[config.mk]
export PLATFORM = sky130hd
export DESIGN_NAME = lcd_irq_status
export DESIGN_NICKNAME = d
export VERILOG_FILES = /design/src/rtl/lcd_irq_pkg.sv /design/src/rtl/lcd_irq_ctrl.sv /design/src/rtl/lcd_irq_dp.sv /design/src/rtl/lcd_irq_status.sv
export SDC_FILE = /design/constraint.sdc
export NUM_CORES = 1
export LEC_CHECK = 0
export BUFFER_PORTS_ARGS = -buffer_cell sky130_fd_sc_hd__buf_2
export CAP_MARGIN = 20
export CORE_UTILIZATION = 49
export DETAILED_ROUTE_END_ITERATION = 6
export PLACE_DENSITY = 0.82
export SLEW_MARGIN = 20
export SYNTH_ARGS = -nofsm -noshare
export SYNTH_HDL_FRONTEND = slang
export SYNTH_HIERARCHICAL = 1
export SYNTH_SLANG_ARGS = --single-unit
[constraint.sdc]
create_clock -name clk -period 2.5 [get_ports clk]
set_clock_uncertainty 0.15 [all_clocks]
set_input_delay 0.25 -clock clk [delete_from_list [all_inputs] [get_ports clk]]
set_output_delay 0.25 -clock clk [all_outputs]
set_load 0.02 [all_outputs]
[src/rtl/lcd_irq_pkg.sv]
package lcd_irq_pkg;
  typedef enum logic [2:0] {
    EV_SOF      = 3'd0,
    EV_EOF      = 3'd1,
    EV_BRANCH   = 3'd2,
    EV_UNDERRUN = 3'd3,
    EV_BUSERR   = 3'd4
  } evKind_e;

  localparam int STAT_W      = 32;
  localparam int MAIN_SET_W  = 13;
  localparam int CMD_SOF_BIT = 22;
  localparam int CMD_EOF_BIT = 21;
  localparam int EOF_OFS     = 7;
  localparam int BS_OFS      = 15;
  localparam int IU_OFS      = 23;
  localparam logic [STAT_W-1:0] MAIN_CLR_MASK = 32'h0000_0FFF;
  localparam logic [STAT_W-1:0] AUX_CLR_MASK  = 32'h003E_3F3F;

  typedef struct packed {
    logic [MAIN_SET_W-1:0] mainSet;
    logic [STAT_W-1:0]     auxSet;
    logic                  berLoad;
    logic                  idLoad;
  } stb_t;
endpackage

[src/rtl/lcd_irq_ctrl.sv]
module lcd_irq_ctrl
  import lcd_irq_pkg::*;
#(
  parameter int NUM_AUX = 6,
  parameter int CH_W    = 3
) (
  input  logic             clk,
  input  logic             rstN,
  input  logic             evtValid,
  input  logic [2:0]       evtKind,
  input  logic [CH_W-1:0]  evtChan,
  input  logic [31:0]      evtCmd,
  input  logic             lastFrameDone,
  input  logic             acBiasTick,
  input  logic             outUnderrun,
  input  logic             readStatusDone,
  input  logic             cmdDone,
  input  logic [31:0]      cfgMain,
  input  logic [31:0]      cfgAux,
  input  logic             irqOut,
  output stb_t             stb
);
  logic       prevEnable;
  logic [4:0] chPos;
  logic       chanOk;
  logic       isMain;
  logic       fireRule;
  logic       unusedBits;

  assign unusedBits = ^{evtCmd[31:23], evtCmd[20:0], cfgMain[31:21], cfgMain[19:7],
                        cfgMain[5], cfgMain[3:1]};
  assign chPos  = 5'(evtChan);
  assign chanOk = (int'(evtChan) <= NUM_AUX);
  assign isMain = (evtChan == '0);

  always_ff @(posedge clk or negedge rstN) begin
    if (!rstN) prevEnable <= 1'b0;
    else       prevEnable <= cfgMain[0];
  end

  always_comb begin
    stb      = '0;
    fireRule = 1'b0;
    if (evtValid && chanOk) begin
      unique case (evKind_e'(evtKind))
        EV_SOF: if (evtCmd[CMD_SOF_BIT]) begin
          if (isMain) begin
            stb.mainSet[1] = 1'b1;
            fireRule = !cfgMain[4];
          end else begin
            stb.auxSet[chPos - 5'd1] = 1'b1;
            fireRule = !cfgAux[chPos - 5'd1];
          end
        end
        EV_EOF: if (evtCmd[CMD_EOF_BIT]) begin
          if (isMain) begin
            stb.mainSet[8] = 1'b1;
            fireRule = !cfgMain[6];
          end else begin
            stb.auxSet[chPos + 5'(EOF_OFS)] = 1'b1;
            fireRule = !cfgAux[chPos + 5'(EOF_OFS)];
          end
        end
        EV_BRANCH: begin
          if (isMain) begin
            stb.mainSet[9] = 1'b1;
            fireRule = !cfgMain[20];
          end else begin
            stb.auxSet[chPos + 5'(BS_OFS)] = 1'b1;
            fireRule = !cfgAux[chPos + 5'(BS_OFS)];
          end
        end
        EV_UNDERRUN: begin
          if (isMain)              stb.mainSet[4] = 1'b1;
          else if (chPos == 5'd1)  stb.mainSet[5] = 1'b1;
          else                     stb.auxSet[chPos + 5'(IU_OFS)] = 1'b1;
        end
        EV_BUSERR: begin
          stb.mainSet[2] = 1'b1;
          stb.berLoad    = 1'b1;
          fireRule       = 1'b1;
        end
        default: ;
      endcase
    end
    if (fireRule) begin
      if (irqOut) stb.mainSet[10] = 1'b1;
      else        stb.idLoad      = 1'b1;
    end
    stb.mainSet[0]  = stb.mainSet[0]  | lastFrameDone;
    stb.mainSet[3]  = stb.mainSet[3]  | acBiasTick;
    stb.mainSet[6]  = stb.mainSet[6]  | outUnderrun;
    stb.mainSet[7]  = stb.mainSet[7]  | (prevEnable & ~cfgMain[0]);
    stb.mainSet[11] = stb.mainSet[11] | readStatusDone;
    stb.mainSet[12] = stb.mainSet[12] | cmdDone;
  end
endmodule

[src/rtl/lcd_irq_dp.sv]
module lcd_irq_dp
  import lcd_irq_pkg::*;
#(
  parameter int ID_W = 32,
  parameter int CH_W = 3
) (
  input  logic              clk,
  input  logic              rstN,
  input  stb_t              stb,
  input  logic [CH_W-1:0]   evtChan,
  input  logic [ID_W-1:0]   evtFrameId,
  input  logic [31:0]       cfgMain,
  input  logic [31:0]       cfgAux,
  input  logic              regWrEn,
  input  logic [1:0]        regAddr,
  input  logic [31:0]       regWrData,
  output logic [31:0]       mainStat,
  output logic [31:0]       auxStat,
  output logic [ID_W-1:0]   idReg,
  output logic              irqOut,
  output logic [31:0]       regRdData
);
  logic [31:0] mainNext;
  logic [31:0] auxNext;
  logic [31:0] mainEn;
  logic        irqNext;
  logic        unusedCfg;

  assign unusedCfg = ^{cfgMain[31:25], cfgMain[22], cfgMain[19:12], cfgMain[10:7],
                       cfgMain[2:0], cfgAux[31:25], cfgAux[23:0]};

  always_comb begin
    mainNext = mainStat;
    auxNext  = auxStat;
    if (regWrEn && regAddr == 2'd0) begin
      mainNext = mainNext & ~(regWrData & MAIN_CLR_MASK);
      if (regWrData[2]) mainNext[30:28] = 3'd0;
    end
    if (regWrEn && regAddr == 2'd1)
      auxNext = auxNext & ~(regWrData & AUX_CLR_MASK);
    mainNext = mainNext | 32'(stb.mainSet);
    if (stb.berLoad) mainNext[30:28] = 3'(evtChan);
    auxNext = auxNext | stb.auxSet;
  end

  always_comb begin
    mainEn     = '0;
    mainEn[0]  = !cfgMain[3];
    mainEn[1]  = !cfgMain[4];
    mainEn[4]  = !cfgMain[5];
    mainEn[5]  = !cfgAux[24];
    mainEn[6]  = !cfgMain[21];
    mainEn[7]  = !cfgMain[11];
    mainEn[8]  = !cfgMain[6];
    mainEn[9]  = !cfgMain[20];
    mainEn[11] = !cfgMain[23];
    mainEn[12] = !cfgMain[24];
    irqNext = |(mainStat & mainEn) | |(auxStat & ~cfgAux);
  end

  always_ff @(posedge clk or negedge rstN) begin
    if (!rstN) begin
      mainStat <= '0;
      auxStat  <= '0;
      idReg    <= '0;
      irqOut   <= 1'b0;
    end else begin
      mainStat <= mainNext;
      auxStat  <= auxNext;
      irqOut   <= irqNext;
      if (stb.idLoad) idReg <= evtFrameId;
    end
  end

  always_comb begin
    unique case (regAddr)
      2'd0:    regRdData = mainStat;
      2'd1:    regRdData = auxStat;
      2'd2:    regRdData = 32'(idReg);
      default: regRdData = '0;
    endcase
  end
endmodule

[src/rtl/lcd_irq_status.sv]
module lcd_irq_status
  import lcd_irq_pkg::*;
#(
  parameter int NUM_AUX = 6,
  parameter int ID_W    = 32,
  parameter int CH_W    = 3
) (
  input  logic            clk,
  input  logic            rstN,
  input  logic            evtValid,
  input  logic [2:0]      evtKind,
  input  logic [2:0]      evtChan,
  input  logic [31:0]     evtFrameId,
  input  logic [31:0]     evtCmd,
  input  logic            lastFrameDone,
  input  logic            acBiasTick,
  input  logic            outUnderrun,
  input  logic            readStatusDone,
  input  logic            cmdDone,
  input  logic [31:0]     cfgMain,
  input  logic [31:0]     cfgAux,
  input  logic            regWrEn,
  input  logic [1:0]      regAddr,
  input  logic [31:0]     regWrData,
  output logic [31:0]     regRdData,
  output logic            irqOut
);
  stb_t            stb;
  logic [31:0]     mainStat;
  logic [31:0]     auxStat;
  logic [ID_W-1:0] idReg;

  lcd_irq_ctrl #(.NUM_AUX(NUM_AUX), .CH_W(CH_W)) u_ctrl (
    .clk(clk), .rstN(rstN), .evtValid(evtValid), .evtKind(evtKind),
    .evtChan(CH_W'(evtChan)), .evtCmd(evtCmd), .lastFrameDone(lastFrameDone),
    .acBiasTick(acBiasTick), .outUnderrun(outUnderrun),
    .readStatusDone(readStatusDone), .cmdDone(cmdDone), .cfgMain(cfgMain),
    .cfgAux(cfgAux), .irqOut(irqOut), .stb(stb)
  );

  lcd_irq_dp #(.ID_W(ID_W), .CH_W(CH_W)) u_dp (
    .clk(clk), .rstN(rstN), .stb(stb), .evtChan(CH_W'(evtChan)),
    .evtFrameId(ID_W'(evtFrameId)), .cfgMain(cfgMain), .cfgAux(cfgAux),
    .regWrEn(regWrEn), .regAddr(regAddr), .regWrData(regWrData),
    .mainStat(mainStat), .auxStat(auxStat), .idReg(idReg), .irqOut(irqOut),
    .regRdData(regRdData)
  );
endmodule

==> qor.csv, run 1 <==
metric;value;unit
min_path_type;in2reg;
cts_sinks;82;
cp_max_fo;13;
dr.pass1.iters;5;
drive_above_1_share;0.395;
grt_max_degree;49;
fin_nets;893;
fin_area;6670;sq um
internal_power;0.00233;W
core_area;9420;sq um
tightest_slew;0.624;ns
rr_endpoint;u_dp/idReg[31]$_DFFE_PN0P_;
grt_use_total;0.347;
min_to;u_dp/auxStat[13]$_DFF_PN0_;
yosysWarnings;6;
switching_share;0.294;
final.setup.tns;0;ns
cts_root_buffer;clkbuf_8;
path_buf_inv;4;
leakagePower;3.34;nW
crit_type;in2reg;
cp.arrival;2.58;ns
outcome;finished, final reports clean;
nFillCells;665;
die_w;102;um
grt_pass1_wl;26400;um
area_growth;37.4;%
combPwrFrac;0.223;
wl_per_cell;20.7;um
drc;0;
r2r_slack;0.65;ns
rsz0062_at_grt;yes;
worstHoldPathCells;3;
synth_nets;689;
dp.cells;786;
cp_slowest_cell;mux4_2;
cap_viol_max_count;0;
critPathMaxStageDelay;0.59;ns
max_freq;401;MHz
antennaDiodeCount;0;
peakVddDrop;303;uV
cts.htree.levels;3;
p_seq_frac;0.451;
synth_area_per_cell;9.58;sq um
viasPerCell;5.88;
fp.dieH;102;um
worstPathRequired;2.59;ns
ant_nets;0;
p_sw;0.000972;W
cts_tree;done;
initial_core_util;0.516;
slew_headroom;0.584;
netlist_area;4860;sq um
setup_viol;0;
pwr-share-clk;0.326;
hold_violations;0;
post-route-period-util;0.996;
clockBufferDepth;2;
reg2regPathDepth;5;
r2r_start;u_dp/irqOut$_DFF_PN0_;
antenna_found_initial;1;
worstHoldStart;regWrData[13];
clk_latency;0.36;ns
critPathTopFamily;multiplexers;
period_needed;2.49;ns
hold_ws;0.0242;ns
drtIter0Drc;299;
synth_cells;507;
start_kind;input pin;
cp-end-kind;register;
placed_cell_area;5930;sq um
utilization;0.709;
dpl.hpwl;13100;um
crit_chain;buf_2 > inv_8 > ha_4 > xor2_4 > mux4_2 > a31oi_4 > a21oi_2 > o311ai_4 > buf_6 > buf_12 > mux2_2;
pin_count;210;
wirelength;17500;um
grt-ovfl-total;0;
instances_no_fill;845;
grt_pass1_vias;4999;
rows;35;
die_area;10300;sq um
gp_congestion;0.975;
slew_viol_final;0;
cts_buffers;9;
port_buffers;144;
vias;4966;
clk_pin_slew_worst_paths;0.09;ns
powerDensity;495;nW/um^2
cell usage in the layout (no fill, tap or decap), drive strengths merged, types with 3 or more instances in the layout:
master,n
a22o,16
a21oi,22
o22ai,11
dfrtp,82
nor3,3
or3,3
nand2,52
mux4,7
nor2b,8
a22oi,8
mux2i,17
nand2b,20
buf,184
nor2,40
clkbuf,10
or2,33
and2,3
ha,5
nand4,4
o2111ai,5
inv,33
o21ai,23
mux2,32
nor4,6
a21o,16
dlygate4sd3,39
nand3,6
area by class of cell:
type	instances	area (sq um)	area share
multi-input combinational	363	2640	0.395
sequential	82	2050	0.308
timing repair buffer	223	1480	0.221
tap	129	161	0.0242
inverter	32	130	0.0195
clock buffer	10	128	0.0191
clock inverter	6	90.1	0.0135
registers in the layout, summed over array words and instances (netlist names):
| signal | flops |
|---|---|
| u_dp/idReg | 32 |
| u_ctrl/prevEnable | 1 |
| u_dp/irqOut | 1 |
| u_dp/mainStat | 16 |
| u_dp/auxStat | 32 |
layer usage:
layer	GRT usage	up-vias	routed length (um)
li1	-	2180	-
met1	0.441	2381	6740
met2	0.542	329	8230
met3	0.0787	74	1630
met4	0.203	2	868
met5	0	-	16
tightest hold or removal path, stage by stage:
cell and delay, ns:
buf_2 0.10, nand2_1 0.05, a21o_1 0.10
per-stage QoR:
step	power, W	setup WS (ns)
floorplan	0.00184	-0.287
global placement	0.00214	-0.339
detailed placement	0.00216	-0.395
CTS	0.00327	0.000129
global route	0.00343	-0.0378
finish	0.00330	0.00916
what timing repair did:
item / CTS / global route
gates resized for setup: 6 / 16
setup buffers: 2 / 2
hold buffers: 39 / 0
endpoints found under the setup margin: 17 / 32
gates cloned: 1 / 0
endpoints found under the hold margin: 85 / 0
pin swaps: 4 / 6
worst max path at each step:
stage,start,end,slack [ns],cells past startpoint
finish,evtChan[0],u_dp/idReg[31]$_DFFE_PN0P_,0.009,11
global route,evtChan[0],u_dp/idReg[16]$_DFFE_PN0P_,-0.04,11
CTS,evtChan[1],u_dp/idReg[19]$_DFFE_PN0P_,0.0001,11
detailed placement,evtChan[1],u_dp/idReg[28]$_DFFE_PN0P_,-0.39,11
global placement,evtChan[1],u_dp/idReg[13]$_DFFE_PN0P_,-0.34,10
floorplan,evtChan[0],u_dp/idReg[17]$_DFFE_PN0P_,-0.29,11
power by group through the flow:
stage                     clock, W  combinational (W)  sequential, W
after floorplan                  0           0.000365        0.00148
after global placement           0           0.000634        0.00151
after detailed placement         0           0.000647        0.00151
after CTS                  0.00109           0.000699        0.00149
after global routing       0.00114           0.000789        0.00150
final                      0.00108           0.000736        0.00149
Power figures use the tool's default switching activity.
==> run 2: changes to the inputs <==
--- a/config.mk
+++ b/config.mk
@@ -7,9 +7,10 @@
 export LEC_CHECK = 0
 export BUFFER_PORTS_ARGS = -buffer_cell sky130_fd_sc_hd__buf_2
 export CAP_MARGIN = 20
-export CORE_UTILIZATION = 49
+export CORE_UTILIZATION = 50
+export CTS_BUF_LIST = sky130_fd_sc_hd__clkbuf_4
 export DETAILED_ROUTE_END_ITERATION = 6
-export PLACE_DENSITY = 0.82
+export PLACE_DENSITY = 0.83
 export SLEW_MARGIN = 20
 export SYNTH_ARGS = -nofsm -noshare
 export SYNTH_HDL_FRONTEND = slang
==> run 2 against run 1 <==
Sequential share of layout area fell by 0.21 points. Critical path depth did not move. Die area fell by 2.0%. Setup slack improved by 0.0071 ns. Sequential cell count did not move. Total power fell by 8.4%. Register-to-register slack barely moved. Worst hold slack got worse by 0.0065 ns. Sequential power barely moved. Critical path type unchanged. Critical endpoint is now u_dp/idReg[9]$_DFFE_PN0P_.
==> qor.csv, run 2 (synthesis results as in run 1) <==
metric;value;unit
outcome;finished, final reports clean;
drc;0;
tightest_slew;0.553;ns
cap_viol_max_count;0;
clk_pin_slew_worst_paths;0.15;ns
wl_per_cell;21.4;um
min_path_type;in2reg;
crit_type;in2reg;
clk_latency;0.44;ns
wirelength;18400;um
final.setup.tns;0;ns
cts_sinks;82;
top_regs;u_dp/auxStat x32, u_dp/idReg x32, u_dp/mainStat x16;
drtIter0Drc;612;
leakagePower;3.37;nW
slew_headroom;0.631;
port_buffers;144;
vias;5085;
ant_nets;0;
core_area;9330;sq um
viasPerCell;5.91;
combPwrFrac;0.247;
fin_nets;909;
grt_pass1_wl;26700;um
grt_pass1_vias;5049;
p_seq_frac;0.492;
grt_max_degree;44;
slew_viol_final;0;
grt_use_total;0.357;
drive_above_1_share;0.382;
max_freq;403;MHz
critPathTopFamily;multiplexers;
path_buf_inv;4;
clockBufferDepth;2;
pwr-share-clk;0.261;
final_common_cell;buf_2;
peakVddDrop;283;uV
gp_congestion;0.938;
critPathMaxStageDelay;0.59;ns
cts_root_buffer;clkbuf_4;
die_area;10100;sq um
crit_chain;buf_2 > inv_2 > ha_4 > xor2_4 > mux4_2 > a31oi_4 > a21oi_2 > o311ai_4 > buf_12 > buf_6 > mux2_2;
internal_power;0.00207;W
worstPathRequired;2.70;ns
cp_slowest_cell;mux4_2;
cp-end-kind;register;
rows;35;
antenna_found_initial;0;
hold_violations;0;
cts_buffers;9;
start_kind;input pin;
post-route-period-util;0.994;
hold_ws;0.0176;ns
totalPowerFinal;0.00302;W
utilization;0.720;
cp.arrival;2.68;ns
fp.dieH;101;um
initial_core_util;0.521;
instances_no_fill;860;
powerDensity;450;nW/um^2
dpl.hpwl;12700;um
dp.cells;785;
nFillCells;659;
dr.pass1.iters;5;
antennaDiodeCount;0;
p_sw;0.000951;W
pin_count;210;
switching_share;0.314;
cts.htree.levels;3;
period_needed;2.48;ns
layout_common_cells;143 x buf_2, 82 x dfrtp_1, 55 x dlygate4sd3_1;
die_w;101;um
cts_tree;done;
grt-ovfl-total;0;
setup_viol;0;
cp_max_fo;8;
area_growth;38.4;%
## run 2: power groups by stage
stage | sequential [W] | clock, W | combinational [W]
after floorplan | 0.00148 | 0 | 0.000365
after global placement | 0.00151 | 0 | 0.000634
after detailed placement | 0.00151 | 0 | 0.000646
after CTS | 0.00148 | 0.000789 | 0.000713
after global routing | 0.00150 | 0.000839 | 0.000790
final | 0.00149 | 0.000788 | 0.000748
## run 2: area by class of cell
class	instances	area (sq um)	area share
Clock buffer	9	67.6	0.0101
Clock inverter	6	68.8	0.0102
Inverter	32	128	0.0190
Multi-Input combinational cell	363	2580	0.384
Sequential cell	82	2050	0.305
Tap cell	129	161	0.0240
Timing Repair Buffer	239	1660	0.247
## run 2: what timing repair did
action,CTS,global route
endpoints found under the setup margin,0,32
hold endpoints to repair,96,0
resized for setup,0,5
hold buffers,55,0
setup buffers,0,2
## run 2: per-stage QoR
step	setup WS, ns	instance area, sq um
after floorplan	-0.287	4940
after global routing	-0.0226	6720
after detailed placement	-0.436	5910
final	0.0162	6720
after global placement	-0.317	5910
after CTS	0.0206	6600
## run 2: final timing paths
path | from | slack (ns) | depth (start not counted) | endpoint
worst max register to register | u_dp/irqOut$_DFF_PN0_ | 0.66 | 5 | u_dp/idReg[9]$_DFFE_PN0P_
min in group asynchronous | rstN | 0.18 | 2 | u_dp/idReg[11]$_DFFE_PN0P_
worst min-delay path | regWrData[18] | 0.02 | 3 | u_dp/auxStat[18]$_DFF_PN0_
worst min register to register | u_dp/idReg[21]$_DFFE_PN0P_ | 0.36 | 1 | u_dp/idReg[21]$_DFFE_PN0P_
max in group asynchronous | rstN | 1.38 | 3 | u_dp/auxStat[10]$_DFF_PN0_
worst max-delay path | evtChan[1] | 0.02 | 11 | u_dp/idReg[9]$_DFFE_PN0P_
## run 2: tightest hold or removal path: stages
cell	delay (ns)
buf_2	0.10
a21oi_1	0.11
or2_1	0.10
## run 2: per-layer routing
layer | share of wire | track usage
met2 | 0.49 | 0.605
met5 | 0 | 0
met4 | 0.042 | 0.142
met1 | 0.37 | 0.458
met3 | 0.094 | 0.0576
